--- config.mk ---
export PLATFORM = sky130hd
export DESIGN_NAME = aret_tx_ctrl
export DESIGN_NICKNAME = d
export VERILOG_FILES = /design/src/rtl/aret_pkg.sv /design/src/rtl/aret_start_detect.sv /design/src/rtl/aret_retry_cnt.sv /design/src/rtl/aret_ack_timer.sv /design/src/rtl/aret_tx_ctrl.sv
export SDC_FILE = /design/constraint.sdc
export NUM_CORES = 1
export LEC_CHECK = 0
export BUFFER_PORTS_ARGS = -buffer_cell sky130_fd_sc_hd__buf_2
export CORE_ASPECT_RATIO = 2
export CORE_UTILIZATION = 38
export CTS_CLUSTER_SIZE = 20
export DETAILED_ROUTE_END_ITERATION = 10
export SLEW_MARGIN = 10
export SYNTH_ARGS = -nofsm -noshare
export SYNTH_HDL_FRONTEND = slang
export SYNTH_HIERARCHICAL = 1
export SYNTH_SLANG_ARGS = --single-unit
--- constraint.sdc ---
create_clock -name clk -period 3.43 [get_ports clk]
set_clock_uncertainty 0.1 [all_clocks]
set_input_delay 0.343 -clock clk [delete_from_list [all_inputs] [get_ports clk]]
set_output_delay 0.343 -clock clk [all_outputs]
set_load 0.1 [all_outputs]
--- src/rtl/aret_pkg.sv ---
package aret_pkg;

  typedef enum logic [2:0] {
    ST_SUCCESS      = 3'd0,
    ST_SUCCESS_PEND = 3'd1,
    ST_CHAN_FAIL    = 3'd3,
    ST_NO_ACK       = 3'd5,
    ST_INVALID      = 3'd7
  } aret_status_e;

  typedef enum logic [2:0] {
    S_IDLE,
    S_CCA_REQ,
    S_CCA_WAIT,
    S_TX_REQ,
    S_TX_WAIT,
    S_ACK_WAIT
  } aret_state_e;

  localparam int ACK_REQ_BIT = 5;

  // Completion code for a received acknowledgement.
  function automatic aret_status_e ack_code(input logic pending);
    return pending ? ST_SUCCESS_PEND : ST_SUCCESS;
  endfunction

  // True when another retry would go past the configured limit.
  function automatic logic limit_hit(input int unsigned cnt, input int unsigned lim);
    return cnt >= lim;
  endfunction

endpackage

--- src/rtl/aret_start_detect.sv ---
module aret_start_detect (
  input  logic clk,
  input  logic rst_n,
  input  logic start_cmd,
  input  logic start_pin,
  output logic start_evt
);
  logic pin_q;

  always_ff @(posedge clk or negedge rst_n) begin
    if (!rst_n) pin_q <= 1'b0;
    else        pin_q <= start_pin;
  end

  assign start_evt = start_cmd | (start_pin & ~pin_q);
endmodule

--- src/rtl/aret_retry_cnt.sv ---
module aret_retry_cnt #(
  parameter int W = 3
) (
  input  logic         clk,
  input  logic         rst_n,
  input  logic         clr,
  input  logic         inc,
  input  logic [W-1:0] limit,
  output logic [W-1:0] cnt,
  output logic         at_limit
);
  import aret_pkg::*;

  always_ff @(posedge clk or negedge rst_n) begin
    if (!rst_n)   cnt <= '0;
    else if (clr) cnt <= '0;
    else if (inc) cnt <= cnt + 1'b1;
  end

  assign at_limit = limit_hit(int'(cnt), int'(limit));

  AST_CNT_NO_WRAP: assert property (@(posedge clk) disable iff (!rst_n)
    (inc && !clr) |=> (cnt != '0));
endmodule

--- src/rtl/aret_ack_timer.sv ---
module aret_ack_timer #(
  parameter int SYMS = 54
) (
  input  logic clk,
  input  logic rst_n,
  input  logic run,
  input  logic tick,
  output logic expired
);
  localparam int CW = $clog2(SYMS + 1);
  localparam logic [CW-1:0] LAST = CW'(SYMS - 1);

  logic [CW-1:0] cnt;

  assign expired = run && tick && (cnt == LAST);

  always_ff @(posedge clk or negedge rst_n) begin
    if (!rst_n)                cnt <= '0;
    else if (!run || expired)  cnt <= '0;
    else if (tick)             cnt <= cnt + 1'b1;
  end

  AST_TIMER_BOUND: assert property (@(posedge clk) disable iff (!rst_n)
    cnt < CW'(SYMS));
endmodule

--- src/rtl/aret_tx_ctrl.sv ---
module aret_tx_ctrl #(
  parameter int CSMA_W   = 3,
  parameter int FRAME_W  = 4,
  parameter int FC_W     = 8,
  parameter int ACK_SYMS = 54
) (
  input  logic               clk,
  input  logic               rst_n,
  input  logic [CSMA_W-1:0]  cfg_max_csma,
  input  logic [FRAME_W-1:0] cfg_max_frame,
  input  logic               start_cmd,
  input  logic               start_pin,
  input  logic [FC_W-1:0]    fc_octet,
  output logic               csma_req,
  input  logic               csma_done,
  input  logic               csma_idle,
  output logic               tx_go,
  input  logic               tx_done,
  output logic               rx_ack_en,
  input  logic               ack_valid,
  input  logic               ack_pending,
  input  logic               sym_tick,
  output logic               busy,
  output logic [CSMA_W-1:0]  csma_retry_cnt,
  output logic [FRAME_W-1:0] frame_retry_cnt,
  output logic               done,
  output logic [2:0]         status
);
  import aret_pkg::*;

  aret_state_e  state_q, state_d;
  aret_status_e status_q, fin_code;
  logic done_q, fin;
  logic start_evt, ack_expired;
  logic csma_clr, csma_inc, csma_at_max;
  logic frm_clr, frm_inc, frm_at_max;
  logic want_ack;

  assign want_ack = fc_octet[ACK_REQ_BIT];

  aret_start_detect u_start (
    .clk(clk), .rst_n(rst_n), .start_cmd(start_cmd),
    .start_pin(start_pin), .start_evt(start_evt)
  );

  aret_retry_cnt #(.W(CSMA_W)) u_csma_cnt (
    .clk(clk), .rst_n(rst_n), .clr(csma_clr), .inc(csma_inc),
    .limit(cfg_max_csma), .cnt(csma_retry_cnt), .at_limit(csma_at_max)
  );

  aret_retry_cnt #(.W(FRAME_W)) u_frame_cnt (
    .clk(clk), .rst_n(rst_n), .clr(frm_clr), .inc(frm_inc),
    .limit(cfg_max_frame), .cnt(frame_retry_cnt), .at_limit(frm_at_max)
  );

  aret_ack_timer #(.SYMS(ACK_SYMS)) u_ack_timer (
    .clk(clk), .rst_n(rst_n), .run(state_q == S_ACK_WAIT),
    .tick(sym_tick), .expired(ack_expired)
  );

  always_comb begin
    state_d  = state_q;
    csma_clr = 1'b0;
    csma_inc = 1'b0;
    frm_clr  = 1'b0;
    frm_inc  = 1'b0;
    fin      = 1'b0;
    fin_code = status_q;
    unique case (state_q)
      S_IDLE: if (start_evt) begin
        state_d  = S_CCA_REQ;
        csma_clr = 1'b1;
        frm_clr  = 1'b1;
      end
      S_CCA_REQ: state_d = S_CCA_WAIT;
      S_CCA_WAIT: if (csma_done) begin
        if (csma_idle)        state_d = S_TX_REQ;
        else if (csma_at_max) begin fin = 1'b1; fin_code = ST_CHAN_FAIL; end
        else begin csma_inc = 1'b1; state_d = S_CCA_REQ; end
      end
      S_TX_REQ: state_d = S_TX_WAIT;
      S_TX_WAIT: if (tx_done) begin
        if (want_ack) state_d = S_ACK_WAIT;
        else begin fin = 1'b1; fin_code = ST_SUCCESS; end
      end
      S_ACK_WAIT: begin
        if (ack_valid) begin
          fin = 1'b1; fin_code = ack_code(ack_pending);
        end else if (ack_expired) begin
          if (frm_at_max) begin fin = 1'b1; fin_code = ST_NO_ACK; end
          else begin frm_inc = 1'b1; csma_clr = 1'b1; state_d = S_CCA_REQ; end
        end
      end
      default: state_d = S_IDLE;
    endcase
    if (fin) state_d = S_IDLE;
  end

  always_ff @(posedge clk or negedge rst_n) begin
    if (!rst_n) begin
      state_q  <= S_IDLE;
      status_q <= ST_INVALID;
      done_q   <= 1'b0;
    end else begin
      state_q <= state_d;
      done_q  <= fin;
      if (fin) status_q <= fin_code;
    end
  end

  assign csma_req  = (state_q == S_CCA_REQ);
  assign tx_go     = (state_q == S_TX_REQ);
  assign rx_ack_en = (state_q == S_ACK_WAIT);
  assign busy      = (state_q != S_IDLE);
  assign done      = done_q;
  assign status    = status_q;

  AST_TXGO_NEEDS_CLEAR: assert property (@(posedge clk) disable iff (!rst_n)
    tx_go |-> $past(csma_done && csma_idle));
  AST_CHAN_FAIL_CAUSE: assert property (@(posedge clk) disable iff (!rst_n)
    (done && status == 3'd3) |-> $past(csma_done && !csma_idle));
  AST_ACK_ENDS_WAIT: assert property (@(posedge clk) disable iff (!rst_n)
    (rx_ack_en && ack_valid) |=> (done && !rx_ack_en));
  AST_NOACK_ON_TICK: assert property (@(posedge clk) disable iff (!rst_n)
    (done && status == 3'd5) |-> $past(sym_tick));
  AST_DONE_PULSE: assert property (@(posedge clk) disable iff (!rst_n)
    done |=> !done);
  AST_IDLE_AFTER_DONE: assert property (@(posedge clk) disable iff (!rst_n)
    done |-> !busy);
endmodule

Yosys cells after proc, flatten, opt, wreduce, memory -nomap -nowiden
Index checks and enable logic that the tools add are counted.
Widths: inputs -> output; s select.

cells by class
  reduce and logical (&&, ||, !) cells = 12
  equality and inequality tests = 21
  multiplexer cells = 47
  $add $sub $neg = 3
  bitwise gates (word level) = 3
  order comparisons = 2

operators by type and width
  operator             number
  $mux 3               20
  $ne 3x3->1 const B   9
  $mux 1               19
  $pmux 3 s6           1
  $mux 6               2
  $ne 2x2->1 const B   5
  $pmux 3 s3           1
  $reduce_and 9->1     1
  $mux 4               2
  $reduce_and 8->1     1
  $add 6x1->6 const B  1
  $eq 3x2->1 const B   2
  $eq 3x3->1 const B   2
  $eq 6x6->1 const B   1
  $reduce_bool 2->1    3
  $reduce_bool 3->1    2
  $add 4x1->4 const B  1
  $ge 4x4->1           1
  $ne 4x4->1 const B   1
  $add 3x1->3 const B  1
  $eq 3x1->1 const B   1
  $ge 3x3->1           1
  $logic_not 3->1      1
  $pmux 1 s3           1
  other kinds (7)      8

word-level totals
  bits of input ports = 25
  register bits = 21
  output and inout port bits = 15

Longest topological paths before layout
Gate-level depths: netlist (run 1).

  depth after elaboration = 8
  gate-level depth with buffers = 10

Cells and area by module
The synthesis (run 1) kept the hierarchy.

modules (own cells, without submodules)
  module                        cells an instance  area each (um^2)  sequential area each (um^2)  times used
  aret_tx_ctrl                  52                 510.5             178.9                        1
  aret_ack_timer                33                 344.1             150.1                        1
  aret_retry_cnt (u_frame_cnt)  28                 274.0             100.1                        1
  aret_retry_cnt (u_csma_cnt)   21                 205.2             75.1                         1
  aret_start_detect             3                  36.3              25.0                         1

Worst setup path before layout (run 1)
Ideal clock, no wire load.

  path kind = reg2reg
  start point = reg u_frame_cnt.cnt[0]
  end point = reg u_frame_cnt.cnt[3]
  arrival = 2,953 ps
  slack = 303 ps
  library setup time = 74 ps
  data required time = 3,256 ps
  cell stages (with the launch flop) = 11
  path buffers = 0
  cells stage by stage = dfrtp_1 inv_1 ha_1 nand2b_1 a2111oi_2 nor3_1 nand2b_1 nor3_1 nand4_1 xor2_1 nor2_1

on the way
  longest elaborated chain between the ends = 6
  elaborated cells between the ends (all ways) = 9
  classes of those cells = 1 x add/sub; 1 x order compare; 6 x mux; 1 x reduce/logical

RTL lines
  item                         line                  RTL
  start: declaration           aret_retry_cnt.sv:9   output logic [W-1:0] cnt,
  start signal: assignment     aret_retry_cnt.sv:17  else if (inc) cnt <= cnt + 1'b1;
  $ge 4x4->1                   aret_pkg.sv:29        return cnt >= lim;
  named net frm_at_max         aret_tx_ctrl.sv:36    logic frm_clr, frm_inc, frm_at_max;
  $mux 1                       aret_tx_ctrl.sv:90    if (frm_at_max) begin fin = 1'b1; fin_code = ST_NO_ACK; end
  $mux 1                       aret_tx_ctrl.sv:89    end else if (ack_expired) begin
  $mux 1                       aret_tx_ctrl.sv:87    if (ack_valid) begin
  $mux 1                       aret_tx_ctrl.sv:69    unique case (state_q)
  named net frm_inc            aret_tx_ctrl.sv:36
  $reduce_bool 2->1 (no line)  n/a

The timed path passes the listed nets, and every way through them passes these cells. The select of a mux whose other input is x is not followed.
A chain may end at the register's enable or synchronous reset.

Final worst setup path (run 1)
Ends and elaborated chain as after synthesis.

==> summary.md, run 1 <==
| Metric | Value |
|---|---|
| Die height | just under 90 µm |
| TritonCTS Sinks | 21 |
| Worst R2R Path Depth | 10 |
| CP Capture Type | flip-flop |
| Slew Limit Headroom | 58.4% |
| Ys Warns | 6 |
| Syn_area_per_cell | 10.0 µm² |
| Max Clk Rate | 369 MHz |
| DIE AREA | between 0.003 and 0.004 mm² |
| Final Net Count | between 200 and 250 |
| Max-slew violations | 0 |
| Measured slew at the worst slew-check pin | 619 ps |
| Post-CTS setup buffers | 0 |
| RSZ-0062 raised after global routing | no |
| Total CTS buffers | 3 |
| CTS resizes | 0 |
| Critical path peak fanout | 5 |
| Power Density | roughly 700 mW/mm² |
| CTS root buf | clkbuf_8 |
| TNS Setup | 0 ps |
| H-tree levels | 1 |
| First-pass GRT wire length | 4580 µm |
| Wire per inst | 12.5 µm |
| Hold Fails Final Rpt | 0 |
| Initial antenna violation count | 0 |
| Maxcap violations | 0 |
| Mapped Area | between 0.001 and 0.0015 mm² |
| Area Overhead vs Synth | 17.7% |
| Kind of critical path | reg -> reg |
| Seq/Total Area, Yosys | around two fifths |
| Worst hold path type | in -> reg |
| WP data required | 3470 ps |
| Grt ovf | 0 |
| CTS Buffer Depth | 2 |
| CTS clk-pin slew, worst paths | about 80 ps |
| Period utilization | about four fifths |
| # port buffers | 32 |
| Row cnt | 30 |
| Vias per inst | 4.81 |
| Final Setup Violations | 0 |
| Total GRT Usage | 16.0% |
| CP arrival | between 2000 and 3000 ps |
| Largest net degree at the start of global routing | 22 |
| Worst VDD drop | 344 µV |
| Number of remaining DRC errors | 0 |
| Num ports | 40 |
| HPWL Detailed | roughly 2200 µm |
| Vias in the first global route | 1,126 |
| Clock latency on the worst-skew pair | 260 ps |
| Chip width | 44.5 µm |
| First-pass detailed-route iteration total | 4 |
| Number of vias in the routed layout | 1,054 |
| Synthesis-stage register bit count | 21 |
| Status | finished clean |
| Final WL | 2730 µm |
| Share of layout cells above drive strength 1 | 32.7% |
| Leakage | between 0.0007 and 0.0008 µW |
| Hold Path Stages | 1 |
| Post-Syn Instances | ~140 |
| Placed cells | 214 |
| TritonCTS clock tree | built |
| Count of different cell masters after synthesis | approximately 40 |
| # diodes | 0 |
| First DRT Iteration DRCs | 12 |
| Core area | 0.00342 mm² |
| Layout Cells excl Fill | 219 |
| RD Place Congestion | 0.706 |
| Fin crit period | 2710 ps |
| Setup crit start kind | flip-flop |
| Starting Density | 40.1% |
| Routed Antenna Nets | 0 |
| Syn_nets | 173 |
synthesized netlist by cell type:
cell / number / area, µm²
dfrtp_1: 18 / 450
nor2_1: 17 / 63.8
inv_1: 14 / 52.6
ha_1: 11 / 138
nand2_1: 9 / 33.8
a21oi_1: 5 / 25.0
xor2_1: 5 / 43.8
nor3_1: 4 / 20.0
o21ai_0: 4 / 20.0
buf_6: 3 / 33.8
dfstp_2: 3 / 78.8
mux2i_1: 3 / 30.0
nand2b_1: 3 / 18.8
nand4_1: 3 / 18.8
nor2b_1: 3 / 18.8
xnor2_1: 3 / 26.3
a2111oi_2: 2 / 30.0
mux2_4: 2 / 30.0
nand3_1: 2 / 10.0
o21ai_2: 2 / 17.5
a211oi_1: 1 / 7.51
a21bo_1: 1 / 10.0
a21o_1: 1 / 7.51
a22oi_1: 1 / 7.51
a31oi_1: 1 / 6.26
and2_2: 1 / 7.51
and2b_2: 1 / 8.76
and2b_4: 1 / 10.0
and3_1: 1 / 6.26
nand2b_2: 1 / 8.76
nand3_2: 1 / 10.0
nand3b_1: 1 / 7.51
nand4_4: 1 / 21.3
nand4bb_1: 1 / 11.3
nor3_2: 1 / 10.0
nor4b_4: 1 / 23.8
o21ai_4: 1 / 16.3
o221ai_1: 1 / 8.76
or2_2: 1 / 6.26
or2b_1: 1 / 7.51
or3_2: 1 / 7.51
final cells by class:
| class | instances | area, µm² |
|---|---|---|
| Fill cell | 346 | 1800 |
| Clock inverter | 1 | 5.00 |
| Multi-Input combinational cell | 99 | 754 |
| Clock buffer | 3 | 41.3 |
| Tap cell | 48 | 60.1 |
| Sequential cell | 21 | 529 |
| Inverter | 14 | 52.6 |
| Timing Repair Buffer | 33 | 170 |
metal layers:
layer  wire length, µm  GRT usage [%]  part of all wire, %  vias to the layer above
met4                45           7.44                  1.6                        0
met2              1590           32.1                   58                       20
met1              1010           14.4                   37                      496
met3                84           2.07                  3.1                        4
met5                 0              0                    0                        -
li1                  -              -                    -                      534
critical path, cell delays in order, from the launching register on:
cell,delay [ps]
dfrtp_1,450
inv_1,70
ha_1,260
nand2b_1,150
a2111oi_2,340
nor3_1,130
nand2b_1,180
nor3_1,500
nand4_1,180
xor2_1,170
nor2_1,50
cell usage in the layout, fill, tap and decap left out, drive strengths merged:
| cell type | instances |
|---|---|
| a2111oi | 2 |
| a211oi | 1 |
| a21bo | 1 |
| a21o | 1 |
| a21oi | 5 |
| a22oi | 1 |
| a31oi | 1 |
| and2 | 1 |
| and2b | 2 |
| and3 | 1 |
| buf | 32 |
| clkbuf | 3 |
| clkinv | 1 |
| dfrtp | 18 |
| dfstp | 3 |
| dlygate4sd3 | 1 |
| ha | 11 |
| inv | 14 |
| mux2 | 2 |
| mux2i | 3 |
| nand2 | 9 |
| nand2b | 4 |
| nand3 | 3 |
| nand3b | 1 |
| nand4 | 4 |
| nand4bb | 1 |
| nor2 | 17 |
| nor2b | 3 |
| nor3 | 5 |
| nor4b | 1 |
| o21ai | 7 |
| o221ai | 1 |
| or2 | 1 |
| or2b | 1 |
| or3 | 1 |
| xnor2 | 3 |
| xor2 | 5 |
power by group:
| part | internal [µW] | switching, µW | total (µW) |
|---|---|---|---|
| Clock | 81.0 | 80.4 | 161 |
| Sequential | 297 | 67.6 | 364 |
| Combinational | 155 | 453 | 608 |
| Total | 533 | 601 | 1130 |
sequential cells by signal, summed over array words and instances, names as in the netlist:
signal,cells
u_csma_cnt/cnt,3
u_start/pin_q,1
u_frame_cnt/cnt,4
done,1
status,3
u_ack_timer/cnt,6
state_q,3
worst paths after layout:
| kind | from | endpoint | slack [ps] |
|---|---|---|---|
| min in group asynchronous | rst_n | u_csma_cnt/cnt[0] | 470 |
| setup / recovery | u_frame_cnt/cnt[0] | u_frame_cnt/cnt[3] | 720 |
| max in group asynchronous | rst_n | status[2] | 2410 |
| hold / removal | start_pin | u_start/pin_q | 100 |
| hold reg to reg | status[1] | status[1] | 400 |
| setup reg to reg | u_frame_cnt/cnt[0] | u_frame_cnt/cnt[3] | 720 |
timing repair:
action                                  in CTS  in global routing
hold buffers                                 1                  0
endpoints found under the hold margin       18                  0
endpoints found under the setup margin       0                  0
kinds of logic after synthesis:
family | Yosys count | share of synthesized area, %
compound gates | 20 | 11.4
simple gates | 55 | 24.1
fa+ha+maj | 11 | 10.0
flops | 21 | 38.6
buf+inv | 17 | 6.30
xor+xnor | 8 | 5.11
mux | 5 | 4.38
metrics by stage:
step                      worst slack, ps  hold slack, ps  util, %  power (µW)  area (µm²)
after floorplan                       303           -52.6        -         903        1370
after global placement                723             219     45.6         966        1560
after detailed placement              687             228     45.6         978        1560
after CTS                             652            97.5     47.2        1150        1610
after global routing                  478            96.7     47.2        1200        1610
final                                 723             102     47.2        1130        1610
Note: power is estimated with default switching activity, not from simulation.
==> run 2: changes to the inputs <==
--- a/config.mk
+++ b/config.mk
@@ -5,6 +5,7 @@
 export SDC_FILE = /design/constraint.sdc
 export NUM_CORES = 1
 export LEC_CHECK = 0
+export ABC_AREA = 1
 export BUFFER_PORTS_ARGS = -buffer_cell sky130_fd_sc_hd__buf_2
 export CORE_ASPECT_RATIO = 2
 export CORE_UTILIZATION = 38
==> constraint.sdc (replaced) <==
create_clock -name clk -period 2.61 [get_ports clk]
set_clock_uncertainty 0.1 [all_clocks]
set_input_delay 0.261 -clock clk [delete_from_list [all_inputs] [get_ports clk]]
set_output_delay 0.261 -clock clk [all_outputs]
set_load 0.1 [all_outputs]
==> run 2 against run 1 <==
Effect of this change: global-route usage grew 0.70 points; total power grew 37%; first-iteration DRC count grew 17%; core utilization grew 0.76 points; final area grew 9.6%; sequential power grew 22%; clock-buffer cell count grew 1; via count grew 26%; routed wire length grew 11%; combinational power grew 46%; sequential share of layout area shrank 2.8 points; clock power grew 34%; critical path type unchanged; largest cell class unchanged; largest power group unchanged.
==> summary.md, run 2 <==
| Metric | Value |
|---|---|
| Status | finished clean |
| GR Layer Usage met1 | 17.6% (+3.2 points) |
| RR Endpoint | u_frame_cnt/cnt[3] |
| Seq/Total Area, Yosys | 35.5% (-3.1 points) |
| Vias per inst | 4.58 (-4.9%) |
| Measured slew at the worst slew-check pin | 488 ps (-131 ps) |
| Crit-path cells | inv_1 -> ha_1 -> inv_1 -> nand2_1 -> a21oi_1 -> o21ai_0 -> nor2_1 -> nand2_1 -> nor2_1 -> nor2_2 -> nor2_4 -> nand3_1 -> nand2_1 -> nor2_1 |
| Final Net Count | 278 (+34%) |
| Number of remaining DRC errors | 0 (unchanged) |
| CTS Buffer Depth | 2 (unchanged) |
| TritonCTS Sinks | 21 (unchanged) |
| Power Density | 876 mW/mm² (+25%) |
| Total GRT Usage | 16.7% (+0.70 points) |
| TNS Setup | 0 ps (unchanged) |
| Place WS | 491 ps (-197 ps) |
| Gr busiest metal | met2 |
| First-pass detailed-route iteration total | 4 (unchanged) |
| Wire per inst | 10.5 µm (-16%) |
| # port buffers | 32 (unchanged) |
| Reg-to-Reg Start | u_frame_cnt/cnt[0] |
| Worst VDD drop | 627 µV (+82%) |
| Maxcap violations | 0 (unchanged) |
| CP arrival | 2160 ps (-590 ps) |
| Num ports | 40 (unchanged) |
| Starting Density | 40.4% (+0.33 points) |
| # diodes | 0 (unchanged) |
| Share of the synthesized area in the top cell type | 30.2% (-2.7 points) |
| Core area | 0.00368 mm² (+7.9%) |
| Largest regs | u_ack_timer/cnt x6, u_frame_cnt/cnt x4 |
| Hold Fails Final Rpt | 0 (unchanged) |
| Grt ovf | 0 (unchanged) |
| Count of different cell masters after synthesis | 24 (-41%) |
| Power Total | 1550 µW (+37%) |
| Synthesis-stage register bit count | 21 (unchanged) |
| Total CTS buffers | 3 (unchanged) |
| RD Place Congestion | 0.738 (+4.4%) |
| Worst hold path type | in -> reg |
| Kind of critical path | reg -> reg |
| Period utilization | 80.7% (+1.8 points) |
| CTS clk-pin slew, worst paths | 70 ps (about the same) |
| Leading cell type in the layout, fill and taps excluded | nand2_1 |
| Largest net degree at the start of global routing | 22 (unchanged) |
| Multi-input combinational cell area | 798 µm² (+5.8%) |
| Core Util, Final | 48.0% (+0.76 points) |
| Dominant cells by area after synthesis | dfrtp_1 30%, nand2_1 11%, ha_1 9.2% |
| Worst R2R Path Depth | 14 (+4) |
| Mapped Area | 0.00149 mm² (+8.8%) |
| Final Setup Violations | 0 (unchanged) |
| First DRT Iteration DRCs | 14 (+2) |
| Ys Warns | 6 (unchanged) |
| Post-synth top flop | dfrtp_1 |
| Fin crit period | 2110 ps (-600 ps) |
| Post-Syn Instances | 203 (+48%) |
| Slowest stage delay, CP | 430 ps (-70 ps) |
| HPWL Detailed | 2430 µm (+11%) |
| Max stage delay cell, worst path | dfrtp_2 |
| Row cnt | 31 (+3.3%) |
| Max-slew violations | 0 (unchanged) |
| HP Start | start_pin |
| Clock latency on the worst-skew pair | 260 ps (about the same) |
| Number of vias in the routed layout | 1,327 (+26%) |
| DIE AREA | 0.00419 mm² (+8.5%) |
| Met2 global-route usage | 29.7% (-2.4 points) |
| RSZ-0062 raised after global routing | no |
| Syn_area_per_cell | 7.34 µm² (-27%) |
| First-pass GRT wire length | 5130 µm (+12%) |
| Leakage | 0.000986 µW (+24%) |
| Final worst slack | 503 ps (-220 ps) |
| Critical path peak fanout | 4 (-1) |
| Top reg by flops | u_ack_timer/cnt |
| Share of layout cells above drive strength 1 | 28.2% (-4.5 points) |
| Die height | 90.6 µm (+4.2%) |
| Largest area contributor in the netlist | dfrtp_1 |
| Post-CTS setup buffers | 0 (unchanged) |
| Slew Limit Headroom | 67.5% (+9.1 points) |
| Top cells by count, synth | 44 x nand2_1, 34 x inv_1, 23 x nor2_1 |
| Worst hold endpoint | u_start/pin_q |
| Met3 usage | 2.20% (+0.13 points) |
| CP Capture Type | flip-flop |
| CTS root buf | clkbuf_8 |
| H-tree levels | 1 (unchanged) |
| Setup crit start kind | flip-flop |
| Hold Path Stages | 1 (unchanged) |
| Vias in the first global route | 1,275 (+13%) |
| Routed Antenna Nets | 0 (unchanged) |
| WP data required | 2670 ps (-800 ps) |
| CTS resizes | 0 (unchanged) |
| Max Clk Rate | 475 MHz (+28%) |
| Fillers | 407 (+18%) |
| Syn_nets | 239 (+38%) |
| CP Buf/Inv Count | 2 (+1) |
| Chip width | 46.3 µm (+4.1%) |
| Number of synthesized flops with an enable pin | 0 (unchanged) |
| Max reg flops | 6 (unchanged) |
| Async SR Flop Fraction | 100% (unchanged) |
| Worst path top cell family by delay | simple AND/OR/NAND/NOR gates |
| Commonest cells after routing, fill and taps aside | 44 x nand2_1, 34 x inv_1, 32 x buf_2, 23 x nor2_1, 18 x nand3_1 |
| Top-count cell post-synth | nand2_1 |
| Area occupied by registers | 531 µm² (+0.24%) |
| R2r setup slk | 500 ps (-220 ps) |
| Final WL | 3050 µm (+11%) |
| Area Overhead vs Synth | 18.6% |
| Initial antenna violation count | 0 (unchanged) |
| TritonCTS clock tree | built |
[run 2: power by group]
group	switching, µW	total, µW	internal (µW)
sequential	54.0	445	391
clock	107	216	109
combinational	701	887	186
[run 2: final cells by class]
type,instances,area share [%]
multi-input combinational,143,45.2
timing repair buffer,36,10.9
inverter,37,7.93
tap,49,3.47
sequential,21,30.0
clock buffer,4,2.55
[run 2: per-stage QoR]
step / cell area [µm²] / instances / hold slack [ps]
after floorplan: 1490 / 203 / -135
after global placement: 1710 / 285 / 161
after detailed placement: 1710 / 285 / 154
after CTS: 1770 / 290 / 26.7
after global routing: 1770 / 290 / 29.1
final: 1770 / 290 / 27.8
[run 2: worst max-delay path by stage]
| stage | start | endpoint | slack [ps] | cells after the start |
|---|---|---|---|---|
| final | u_frame_cnt/cnt[0] | u_frame_cnt/cnt[3] | 500 | 14 |
| after global routing | u_frame_cnt/cnt[0] | u_frame_cnt/cnt[3] | 320 | 14 |
| after CTS | u_frame_cnt/cnt[0] | u_frame_cnt/cnt[3] | 470 | 14 |
| after detailed placement | u_frame_cnt/cnt[0] | u_frame_cnt/cnt[3] | 490 | 14 |
| after global placement | u_frame_cnt/cnt[0] | u_frame_cnt/cnt[3] | 520 | 14 |
| after floorplan | u_csma_cnt/cnt[2] | u_csma_cnt/cnt[0] | 30 | 7 |
[run 2: layer usage]
metal / vias up / part of all wire [%]
met3: 4 / 2.3
met2: 20 / 56
met4: 0 / 2.3
met1: 593 / 39
met5: - / 0
li1: 710 / -
[run 2: cell families after synthesis]
group                    synth area share [%]
XOR/XNOR                                 1.18
AO/OA/AOI/OAI                            5.88
flip-flops                               35.5
adder cells (fa/ha/maj)                  9.24
AND/OR/NAND/NOR                          37.3
buffers and inverters                    10.9
[run 2: repair_timing]
item,CTS,global route
setup endpoints to repair,0,0
hold buffers,1,0
hold endpoints to repair,18,0
